==> config.mk <==
export PLATFORM = sky130hd
export DESIGN_NAME = deadtime_pair
export DESIGN_NICKNAME = d
export VERILOG_FILES = /design/src/rtl/dtg_pkg.sv /design/src/rtl/dt_counter.sv /design/src/rtl/dt_fsm.sv /design/src/rtl/dt_polarity.sv /design/src/rtl/deadtime_pair.sv
export SDC_FILE = /design/constraint.sdc
export NUM_CORES = 1
export LEC_CHECK = 0
export ABC_AREA = 1
export BUFFER_PORTS_ARGS = -buffer_cell sky130_fd_sc_hd__buf_2
export CAP_MARGIN = 20
export CORE_UTILIZATION = 40
export DETAILED_ROUTE_END_ITERATION = 10
export PLACE_DENSITY_LB_ADDON = 0.08
export SYNTH_ARGS = -nofsm -noshare
export SYNTH_HDL_FRONTEND = slang
export SYNTH_HIERARCHICAL = 1
export SYNTH_SLANG_ARGS = --single-unit
==> constraint.sdc <==
create_clock -name clk -period 1.6 [get_ports clk]
set_input_delay 0.32 -clock clk [delete_from_list [all_inputs] [get_ports clk]]
set_output_delay 0.32 -clock clk [all_outputs]
set_load 0.01 [all_outputs]
==> src/rtl/dtg_pkg.sv <==
package dtg_pkg;

    typedef enum logic [2:0] {
        ST_OFF,
        ST_PRI_ON,
        ST_WAIT_CMP,
        ST_CMP_ON,
        ST_WAIT_PRI
    } dt_state_e;

endpackage

==> src/rtl/dt_counter.sv <==
module dt_counter #(
    parameter int W = 8
) (
    input  logic         clk,
    input  logic         rst,
    input  logic         load,
    input  logic [W-1:0] load_val,
    input  logic         tick,
    output logic         last
);

    localparam logic [W-1:0] ONE = W'(1);

    logic [W-1:0] cnt;

    always_ff @(posedge clk) begin
        if (rst) begin
            cnt <= '0;
        end else if (load) begin
            cnt <= load_val;
        end else if (tick && (cnt != '0)) begin
            cnt <= cnt - ONE;
        end
    end

    assign last = (cnt == ONE);

endmodule

==> src/rtl/dt_fsm.sv <==
module dt_fsm
    import dtg_pkg::*;
#(
    parameter int W = 8
) (
    input  logic         clk,
    input  logic         rst,
    input  logic         pwm_in,
    input  logic         cyc_en,
    input  logic [W-1:0] dly,
    input  logic         last,
    output logic         load,
    output logic         counting,
    output logic         pri_act,
    output logic         cmp_act
);

    dt_state_e state_q, state_d;
    logic      no_gap;

    assign no_gap = (dly == '0);

    // state register
    always_ff @(posedge clk) begin
        if (rst) begin
            state_q <= ST_OFF;
        end else begin
            state_q <= state_d;
        end
    end

    // next state and counter load
    always_comb begin
        state_d = state_q;
        load    = 1'b0;
        unique case (state_q)
            ST_OFF: begin
                load = !no_gap;
                if (pwm_in) begin
                    state_d = no_gap ? ST_PRI_ON : ST_WAIT_PRI;
                end else begin
                    state_d = no_gap ? ST_CMP_ON : ST_WAIT_CMP;
                end
            end
            ST_PRI_ON: begin
                if (!pwm_in) begin
                    load    = !no_gap;
                    state_d = no_gap ? ST_CMP_ON : ST_WAIT_CMP;
                end
            end
            ST_WAIT_CMP: begin
                if (pwm_in) begin
                    load    = !no_gap;
                    state_d = no_gap ? ST_PRI_ON : ST_WAIT_PRI;
                end else if (cyc_en && last) begin
                    state_d = ST_CMP_ON;
                end
            end
            ST_CMP_ON: begin
                if (pwm_in) begin
                    load    = !no_gap;
                    state_d = no_gap ? ST_PRI_ON : ST_WAIT_PRI;
                end
            end
            ST_WAIT_PRI: begin
                if (!pwm_in) begin
                    load    = !no_gap;
                    state_d = no_gap ? ST_CMP_ON : ST_WAIT_CMP;
                end else if (cyc_en && last) begin
                    state_d = ST_PRI_ON;
                end
            end
            default: begin
                state_d = ST_OFF;
            end
        endcase
    end

    // outputs decoded from the state register
    always_comb begin
        pri_act  = 1'b0;
        cmp_act  = 1'b0;
        counting = 1'b0;
        unique case (state_q)
            ST_OFF:      ;
            ST_PRI_ON:   pri_act  = 1'b1;
            ST_WAIT_CMP: counting = 1'b1;
            ST_CMP_ON:   cmp_act  = 1'b1;
            ST_WAIT_PRI: counting = 1'b1;
            default:     ;
        endcase
    end

endmodule

==> src/rtl/dt_polarity.sv <==
module dt_polarity #(
    parameter int N = 2
) (
    input  logic [N-1:0] act,
    input  logic [N-1:0] pol,
    output logic [N-1:0] pin
);

    for (genvar i = 0; i < N; i++) begin : g_ch
        assign pin[i] = act[i] ^ pol[i];
    end

endmodule

==> src/rtl/deadtime_pair.sv <==
module deadtime_pair #(
    parameter int DLY_W = 8
) (
    input  logic             clk,
    input  logic             rst,
    input  logic             cyc_en,
    input  logic             pwm_in,
    input  logic [DLY_W-1:0] dly,
    input  logic             pol_pri,
    input  logic             pol_cmp,
    output logic             drv_pri,
    output logic             drv_cmp
);

    localparam int NCH = 2;

    logic           load;
    logic           counting;
    logic           last;
    logic           tick;
    logic           pri_act;
    logic           cmp_act;
    logic [NCH-1:0] pins;

    assign tick = cyc_en && counting && !load;

    dt_fsm #(.W(DLY_W)) u_fsm (
        .clk      (clk),
        .rst      (rst),
        .pwm_in   (pwm_in),
        .cyc_en   (cyc_en),
        .dly      (dly),
        .last     (last),
        .load     (load),
        .counting (counting),
        .pri_act  (pri_act),
        .cmp_act  (cmp_act)
    );

    dt_counter #(.W(DLY_W)) u_cnt (
        .clk      (clk),
        .rst      (rst),
        .load     (load),
        .load_val (dly),
        .tick     (tick),
        .last     (last)
    );

    dt_polarity #(.N(NCH)) u_pol (
        .act ({cmp_act, pri_act}),
        .pol ({pol_cmp, pol_pri}),
        .pin (pins)
    );

    assign drv_pri = pins[0];
    assign drv_cmp = pins[1];

endmodule

==> results.md, run 1 <==
- Average wire per standard cell: 11.41 microns
- Yosys top cell area share: 0.2208
- Final setup viols: 0
- Placed wire-length estimate: 1.911 mm
- Status: completed
- Sequential fraction of the synthesis area: 0.2208
- Post-synth EDFFs: 0
- Placer Congestion: 0.8774
- Slew at the pin closest to its max-slew limit: 0.2555 ns
- Die height: 51.93 microns
- Worst IR drop on VDD: 0.5946 mV
- Post-synth net total: 188
- #FFs+latches synth: 11
- Reg area: 232.7 sq um
- TritonCTS clock tree: done
- Clock Latency Late Sink: 0.28 ns
- LEAKAGE: 0.6532 nW
- H-tree levels: 1
- Synthesized cell area: 997.2 sq um
- Post-DP Area: 1165 sq um
- Critical path peak fanout: 4
- Final instance area: 1299 sq um
- CTS Hold Bufs: 0
- Reg2reg setup slack: 0.07 ns
- RSZ-0062 raised after global routing: yes
- Max cap viols: 0
- Initial Util: 0.4382
- Layout area overhead: 30.24%
- Share of layout cells above drive strength 1: 0.3495
- Global-route wire length before repair: 4.278 mm
- Die W: 51.93 microns
- Synth area leader: dfxtp_1
- Layout filler cell count: 217
- Vias in the first global route: 1009
- IO Count: 16
- Routed Antenna Nets: 0
- Fmax: 638.8 MHz
- Multi-input gate area: 693.2 sq um
- CP Capture Type: primary output
- Mapped Avg Cell Area: 5.832 sq um
- ANT cells: 0
- Hold Path Class: in2reg
- DR iter-0 viols: 53
- Vias: 1170
- Main flop type after synthesis: dfxtp_1
- DRC errors left: 0
- Clock skew: 0.0009906 ns
- Pwr Density: 1085 nW/um^2
- Core area: 2276 sq um
- Grt ovf: 0
- TNS Setup: 0 ns
- Drt pass-1 iters: 7
- Final worst path period share: 0.9783
- Share of flip-flops with an asynchronous set or reset: 0
- Minimum clock period: 1.565 ns
- NumNets Final: 224
- Worst Path Arrival: 1.25 ns
- Final Max Tran Viols: 0
- CTS clk-pin slew, worst paths: 0.08 ns
- Routed WL: 2.671 mm
- Total GRT Usage: 0.2160
- Clock buffer depth: 2
- Crit Path Class: reg2out
- YS warnings: 6
- Root Driver: clkbuf_4
- Setup crit start kind: register
- Relative slew margins: 0.8290
- Full die area: 2697 sq um
- CP required: 1.28 ns
- FP Rows: 17
- Total power: 1.409 mW
- Fin. Hold Viols: 0
- Initial antenna violation count: 0
- Distinct cells, synth: 26
- CTS buffer count: 3
- Largest net degree at the start of global routing: 14
- Dominant cells by area after synthesis: dfxtp_1, nand2_1, nor2_1, nand3_1, inv_1
- I/O Buffers: 15
- Clk sinks: 11
- Vias/cell: 5.000
- Post-Syn Instances: 171
[flip-flops by register name, indices dropped and copies added (netlist names)]
signal,count
u_fsm/state_q,3
u_cnt/cnt,8
[synth_stat cells, types with 2 or more instances]
| cell type | instances |
|---|---|
| nand3_1 | 13 |
| nor2_1 | 32 |
| nand4_1 | 2 |
| nand2_2 | 5 |
| ha_1 | 3 |
| inv_2 | 5 |
| nor3_1 | 2 |
| dfxtp_1 | 11 |
| nor2_2 | 3 |
| inv_1 | 16 |
| nand3_2 | 3 |
| a21oi_1 | 8 |
| o21ai_0 | 5 |
| nand2_1 | 51 |
[what timing repair did]
action | CTS | global route
setup endpoints to repair | 3 | 13
resized for setup | 3 | 16
pin swaps | 0 | 3
buffers inserted | 0 | 8
[metal layers]
layer  share of wire  GRT usage  vias up
li1                -          -      608
met1            0.50     0.2787      533
met2            0.45     0.3333       25
met3           0.041    0.06433        4
met4           0.013    0.08108        0
met5               0          0        -
[power by group]
part	switching, mW	total, mW	internal [mW]
Combinational	0.465	0.807	0.343
Sequential	0.0666	0.401	0.334
Clock	0.108	0.201	0.0928
[metrics by stage]
| step | cells | setup slack, ns | hold slack (ns) | util |
|---|---|---|---|---|
| 3_3_place_gp | 222 | -0.02057 | 0.5135 | 0.5118 |
| 2_1_floorplan | 171 | 0.05925 | 0.3824 | - |
| 4_1_cts | 226 | 0.008846 | 0.3397 | 0.5272 |
| 5_1_grt | 234 | -0.05387 | 0.3439 | 0.5706 |
| 6_report | 234 | 0.03465 | 0.3553 | 0.5706 |
| 3_5_place_dp | 222 | -0.02822 | 0.4979 | 0.5118 |
[worst paths after layout]
check,endpoint,cells after the start,startpoint
min,u_fsm/state_q[0]$_SDFFE_PP0P_,2,rst
min reg2reg,u_cnt/cnt[0]$_SDFFE_PP0P_,2,u_cnt/cnt[0]$_SDFFE_PP0P_
max reg2reg,u_cnt/cnt[0]$_SDFFE_PP0P_,9,u_fsm/state_q[2]$_SDFFE_PP0P_
max,drv_pri,8,u_fsm/state_q[1]$_SDFFE_PP0P_
[logic make-up after synthesis]
kind of cell,after synthesis,share of synthesized area
AOI/OAI and AO/OA,19,0.1217
adders and majority gates,3,0.03765
buffers and inverters,25,0.1167
DFF,11,0.2208
and+or+nand+nor,113,0.5031
[final cells by class]
class                      instances  area share
inverter                          21     0.06262
multi-input combinational        135      0.5337
tap                               28     0.02697
clock buffer                       3     0.01734
sequential                        11      0.1792
timing repair buffer              35      0.1763
clock inverter                     1    0.003854
[cell usage in the layout (no fill, tap or decap)]
master	n
clkbuf_4	3
nor2_4	4
a21oi_1	8
clkinv_2	1
buf_2	15
ha_1	3
o21bai_1	1
dfxtp_4	2
o22ai_1	1
inv_4	1
o21ai_2	1
nor3_1	1
nand3_2	3
buf_4	19
nor2_2	3
o21ai_0	5
buf_6	1
dfxtp_1	5
nand2_1	51
inv_2	6
nand2_4	2
o221ai_1	1
a21oi_2	1
nand4_1	2
inv_1	14
nor3_2	1
nor2_1	29
o21ai_4	1
nand3_1	13
dfxtp_2	4
nand2_2	4
[worst max-delay path, cell delays in order, from the launching register on]
cell     delay, ns
dfxtp_4       0.37
inv_4         0.06
nand2_4       0.04
buf_6         0.11
nor2_4        0.13
inv_2         0.03
nand2_1       0.04
nand2_1       0.04
buf_2         0.13
(Power assumes the default switching activity.)
==> inputs of run 2 (changes only) <==
Settings changed: ABC_AREA 1 to unset.
==> run 2 against run 1 <==
The flow now finishes with violations (setup timing). Non-clock buffer count rose by 18. Global-route usage rose by 4.3 points. Cell count fell by 26%. Clock skew fell by 0.00052 ns. Critical path depth rose by 1. Fmax fell by 29%. Count of clock-buffer cells in the layout rose by 1. Highest routed layer unchanged. Power fell by 34%. Worst hold slack got worse by 0.035 ns. Worst setup slack got worse by 0.63 ns. Clock power fell by 4%.
==> results.md, run 2 <==
- Routed Antenna Nets: 0
- RSZ-0062 raised after global routing: yes
- TritonCTS clock tree: done
- Clock buffer depth: 2
- Clk sinks: 11
- Layout area overhead: 69.35%
- DRC errors left: 0
- Fin. Hold Viols: 0
- Biggest regs: u_cnt/cnt x8, u_fsm/state_q x3
- CTS buffer count: 3
- Die W: 46.50 microns
- Vias in the first global route: 864
- Hold-critical path depth: 2
- Final core utilization: 0.7523
- Most common cell after layout, fill and taps aside: buf_4
- Min-Delay Startpoint: dly[6]
- Main flop type after synthesis: dfxtp_1
- Full die area: 2162 sq um
- Worst Hold End: u_cnt/cnt[6]$_SDFFE_PP0P_
- Share of layout cells above drive strength 1: 0.5850
- Distinct cells, synth: 41
- Dominant cells by area after synthesis: dfxtp_1, a211oi_1, xnor2_1, ha_1, nor2_1
- Total power: 924.1 uW
- Most Used Layer, Global Route: met2
- Vias/cell: 5.174
- LEAKAGE: 0.5883 nW
- DR iter-0 viols: 22
- Average wire per standard cell: 13.95 microns
- Placed wire-length estimate: 1.700 mm
- Global-route wire length before repair: 3.864 mm
- Post-Syn Instances: 94
- Most frequent cell after synthesis: dfxtp_1
- ANT cells: 0
- CP Capture Type: register
- Final worst setup slack: -0.5993 ns
- Status: complete, but fails checks
- Pwr Density: 689.0 nW/um^2
- Final worst path period share: 1.375
- Max reg flops: 8
- Setup crit start kind: input pin
- Top reg by flops: u_cnt/cnt
- Crit Path Class: in2reg
- FP Rows: 15
- Synthesized cell area: 792.0 sq um
- NumNets Final: 165
- Reg-to-Reg End: u_cnt/cnt[7]$_SDFFE_PP0P_
- Initial antenna violation count: 0
- Most frequent cells in the layout: buf_4, buf_2, nor2_1
- Worst hold margin: 0.3207 ns
- Layout filler cell count: 137
- Clock Latency Late Sink: 0.26 ns
- Sequential fraction of the synthesis area: 0.2780
- I/O Buffers: 15
- Core area: 1783 sq um
- Mapped Avg Cell Area: 8.426 sq um
- R2R depth: 8
- Met3 GRT Util: 0.03922
- Largest net degree at the start of global routing: 12
- Relative slew margins: 0.7295
- Initial Util: 0.4442
- Reg2reg start: u_fsm/state_q[1]$_SDFFE_PP0P_
- Drt pass-1 iters: 4
- Met1 Resource Use GR: 0.3318
- Fmax: 454.7 MHz
- Critical path peak fanout: 3
- Placer Congestion: 0.8886
- Final Max Tran Viols: 0
- Root Driver: clkbuf_4
- Total GRT Usage: 0.2588
- Reg2reg setup slack: -0.41 ns
- #FFs+latches synth: 11
- Met2 Use GR: 0.4361
- Vias: 890
- Final setup viols: 10
- Worst Path Arrival: 2.39 ns
- YS warnings: 6
- Share of flip-flops with an asynchronous set or reset: 0
- Routed WL: 2.400 mm
- H-tree levels: 1
- Synth area leader: dfxtp_1
- Post-synth EDFFs: 0
- Clock skew: 0.0004679 ns
- Max cap viols: 0
- Slew at the pin closest to its max-slew limit: 0.4027 ns
- IO Count: 16
- Hold Path Class: in2reg
- Pre-CTS setup slack: -0.9796 ns
- Post-synth net total: 111
- Failing checks: setup timing
- Die height: 46.50 microns
- CTS clk-pin slew, worst paths: 0.07 ns
- Post-synth top cells: dfxtp_1, nor2_1, inv_1, a211oi_1, nand2_1
- Minimum clock period: 2.199 ns
- CP required: 1.79 ns
- Yosys top cell area share: 0.2780
- Grt ovf: 0
- Worst IR drop on VDD: 0.4510 mV
run 2: area by class of cell:
type | instances | area (sq um) | share of cell area
tap | 25 | 31.28 | 0.02332
sequential | 11 | 226.5 | 0.1688
clock buffer | 4 | 26.28 | 0.01959
inverter | 8 | 30.03 | 0.02239
timing repair buffer | 53 | 374.1 | 0.2789
multi-input combinational | 71 | 653.1 | 0.4869
run 2: timing repair:
action / 4_1_cts / 5_1_grt
setup buffers: 3 / 2
resized for setup: 19 / 9
pin swaps: 18 / 7
hold buffers: 0 / 0
endpoints found under the setup margin: 12 / 12
run 2: logic make-up (layout without fill, tap and decap cells):
family	after synthesis	in the layout	share of synthesized area
XOR/XNOR	7	7	0.07741
buffers and inverters	12	65	0.06319
flip-flops	11	11	0.2780
AND/OR/NAND/NOR	34	34	0.2465
adder cells (fa/ha/maj)	3	3	0.04740
AO/OA/AOI/OAI	27	27	0.2875
run 2: worst max-delay path by stage:
stage                      start                         to  slack [ns]  depth (start not counted)
after detailed placement  dly[1]  u_cnt/cnt[5]$_SDFFE_PP0P_       -0.98                          9
final                     dly[6]  u_cnt/cnt[7]$_SDFFE_PP0P_       -0.60                          9
after CTS                 dly[6]  u_cnt/cnt[5]$_SDFFE_PP0P_       -0.60                          9
after floorplan           dly[1]  u_cnt/cnt[7]$_SDFFE_PP0P_       -0.81                          8
after global placement    dly[1]  u_cnt/cnt[7]$_SDFFE_PP0P_       -0.92                          9
after global routing      dly[6]  u_cnt/cnt[7]$_SDFFE_PP0P_       -0.66                          9
run 2: through the flow:
stage	setup TNS (ns)	instances	instance area, sq um
after floorplan	-3.765	94	825.8
after global routing	-3.892	172	1341
final	-3.228	172	1341
after global placement	-5.534	165	1175
after detailed placement	-5.927	165	1175
after CTS	-3.127	171	1301
run 2: where the power goes:
part	switching, mW	internal (mW)	leakage [nW]
clock network	0.0969	0.0964	0.0150
registers	0.0214	0.301	0.0929
logic	0.195	0.213	0.480
run 2: worst max-delay path, stage by stage:
cell	delay, ns
buf_6	0.09
or4_4	0.55
o22ai_4	0.15
a211oi_2	0.08
and3b_1	0.24
or3b_4	0.43
a2111oi_4	0.21
xnor2_1	0.14
a211oi_2	0.18
run 2: metal layers:
layer | wire length, microns | part of all wire
met5 | 0 | 0
met4 | 13 | 0.0054
met3 | 66 | 0.028
met2 | 1225 | 0.51
met1 | 1094 | 0.46
==> inputs of run 3 (changes only) <==
Settings changed: CELL_PAD_IN_SITES_DETAIL_PLACEMENT set to 0, CELL_PAD_IN_SITES_GLOBAL_PLACEMENT set to 1, CORE_UTILIZATION 40 to 35.
==> run 3 against run 2 <==
The run still ends with setup timing left. Sequential power shrank 1%. Clock skew increased by 0.0071 ns. Sequential share of layout area down 0.48 points. Cell count did not move. Via count rose by 2.6%. First-iteration DRC count shrank 45%. Combinational power is 1% higher. Fmax is 1.6% lower. Flip-flop and latch count unchanged. Core utilization down 8.4 points. Design area increased by 1.8%. Non-clock buffer count is 2 lower. Critical path type unchanged.
==> results.md, run 3 (same netlist as run 2, synthesis figures left out) <==
- Status: complete, but fails checks
- Failing checks: setup timing
- Max reg flops: 8
- Most common cell after layout, fill and taps aside: buf_4
- Slew at the pin closest to its max-slew limit: 0.6307 ns
- Share of layout cells above drive strength 1: 0.5931
- TritonCTS clock tree: done
- Final Max Tran Viols: 0
- Routed Antenna Nets: 0
- Biggest regs: u_cnt/cnt x8, u_fsm/state_q x3
- Crit Path Class: in2reg
- ANT cells: 0
- Grt ovf: 0
- Final setup viols: 10
- Largest net degree at the start of global routing: 12
- Final worst path period share: 1.396
- Vias in the first global route: 845
- DR iter-0 viols: 12
- Reg2reg start: u_fsm/state_q[1]$_SDFFE_PP0P_
- CP required: 1.79 ns
- Initial Util: 0.3879
- Min-Delay Startpoint: pwm_in
- FP Rows: 16
- Top reg by flops: u_cnt/cnt
- I/O Buffers: 15
- RSZ-0062 raised after global routing: yes
- Average wire per standard cell: 13.79 microns
- Worst Hold End: u_fsm/state_q[1]$_SDFFE_PP0P_
- Initial antenna violation count: 0
- IO Count: 16
- Reg2reg setup slack: -0.41 ns
- DRC errors left: 0
- Root Driver: clkbuf_4
- Worst Path Arrival: 2.43 ns
- Minimum clock period: 2.234 ns
- Die height: 49.57 microns
- Vias/cell: 5.308
- Post-DP Area: 1140 sq um
- Final instance area: 1365 sq um
- Worst hold margin: 0.3043 ns
- CP Cell Sequence: buf_6 -> or4_4 -> o22ai_4 -> a211oi_2 -> and3b_1 -> or3b_4 -> a2111oi_4 -> xnor2_2 -> a211oi_2
- Most frequent cells in the layout: buf_4, buf_2, nor2_1
- Pre-CTS setup slack: -1.000 ns
- Setup crit start kind: input pin
- Die W: 49.57 microns
- Reg-to-Reg End: u_cnt/cnt[7]$_SDFFE_PP0P_
- Max cap viols: 0
- Total GRT Usage: 0.2059
- Layout area overhead: 72.35%
- Fin. Hold Viols: 0
- TNS Setup: -3.433 ns
- Hold Path Class: in2reg
- CP dominant cell by count: a211oi_2
- CTS buffer count: 3
- Drt pass-1 iters: 4
- Layout filler cell count: 178
- Hold-critical path depth: 2
- Clock buffer depth: 2
- CTS clk-pin slew, worst paths: 0.07 ns
- Critical path peak fanout: 3
- R2R depth: 8
- Placer Congestion: 0.8613
- CP Buf/Inv Count: 1
- Worst IR drop on VDD: 0.4953 mV
- Vias: 913
- Global-route wire length before repair: 3.822 mm
- Clock Latency Late Sink: 0.27 ns
- Total power: 931.3 uW
- Clock skew: 0.007603 ns
- LEAKAGE: 0.5839 nW
- Fmax: 447.6 MHz
- NumNets Final: 163
- Core area: 2042 sq um
- Relative slew margins: 0.5757
- Slowest stage cell on the critical path: or4_4
- Top Family by Delay on Critical Path: simple AND/OR/NAND/NOR gates
- Routed WL: 2.372 mm
- Clk sinks: 11
- Slowest stage delay, CP: 0.56 ns
- H-tree levels: 1
- CP Capture Type: register
- Pwr Density: 682.2 nW/um^2
- Full die area: 2457 sq um
- Final worst setup slack: -0.6342 ns
- Placed wire-length estimate: 1.642 mm
## run 3: cell types whose count changed in the layout (fill, tap and decap cells not counted), sizes merged
cell and change:
buf -2
## run 3: where the power goes
| part | internal (mW) | switching, mW | total (mW) |
|---|---|---|---|
| sequential | 0.300 | 0.0183 | 0.319 |
| clock | 0.0966 | 0.103 | 0.199 |
| combinational | 0.212 | 0.201 | 0.413 |
## run 3: repair_timing
action / in CTS / in global routing
setup buffers: 5 / 3
hold buffers: 0 / 0
endpoints found under the setup margin: 10 / 12
gates resized for setup: 15 / 20
pin swaps: 12 / 15
hold endpoints to repair: 0 / 0
## run 3: layer usage
layer / vias to the layer above / global-route usage / share of wire / wire length (microns)
li1: 449 / - / - / -
met2: 27 / 0.3356 / 0.49 / 1157
met4: 0 / 0.07143 / 0.014 / 33
met3: 4 / 0.02778 / 0.035 / 82
met1: 433 / 0.2753 / 0.46 / 1099
met5: - / 0 / 0 / 0
## run 3: layout make-up
type                    count  area [sq um]  area share
multi-input cells          71         679.4      0.4977
repair buffers             51         371.6      0.2722
flip-flops and latches     11         224.0      0.1641
well taps                  27         33.78     0.02475
inverters                   8         30.03     0.02200
clock buffers               4         26.28     0.01925
## run 3: through the flow
| stage | instances | util |
|---|---|---|
| 6_report | 172 | 0.6685 |
| 5_1_grt | 172 | 0.6685 |
| 4_1_cts | 170 | 0.6213 |
| 3_5_place_dp | 162 | 0.5582 |
| 3_3_place_gp | 162 | 0.5582 |
| 2_1_floorplan | 94 | - |
## run 3: how the worst max path moves through the flow
| stage | from | endpoint | slack (ns) | depth (start not counted) |
|---|---|---|---|---|
| final | dly[3] | u_cnt/cnt[7]$_SDFFE_PP0P_ | -0.63 | 9 |
| after floorplan | dly[1] | u_cnt/cnt[7]$_SDFFE_PP0P_ | -0.81 | 8 |
| after detailed placement | dly[1] | u_cnt/cnt[7]$_SDFFE_PP0P_ | -1.00 | 9 |
| after global routing | dly[3] | u_cnt/cnt[7]$_SDFFE_PP0P_ | -0.69 | 9 |
| after global placement | dly[1] | u_cnt/cnt[7]$_SDFFE_PP0P_ | -0.95 | 9 |
| after CTS | dly[6] | u_cnt/cnt[7]$_SDFFE_PP0P_ | -0.59 | 9 |
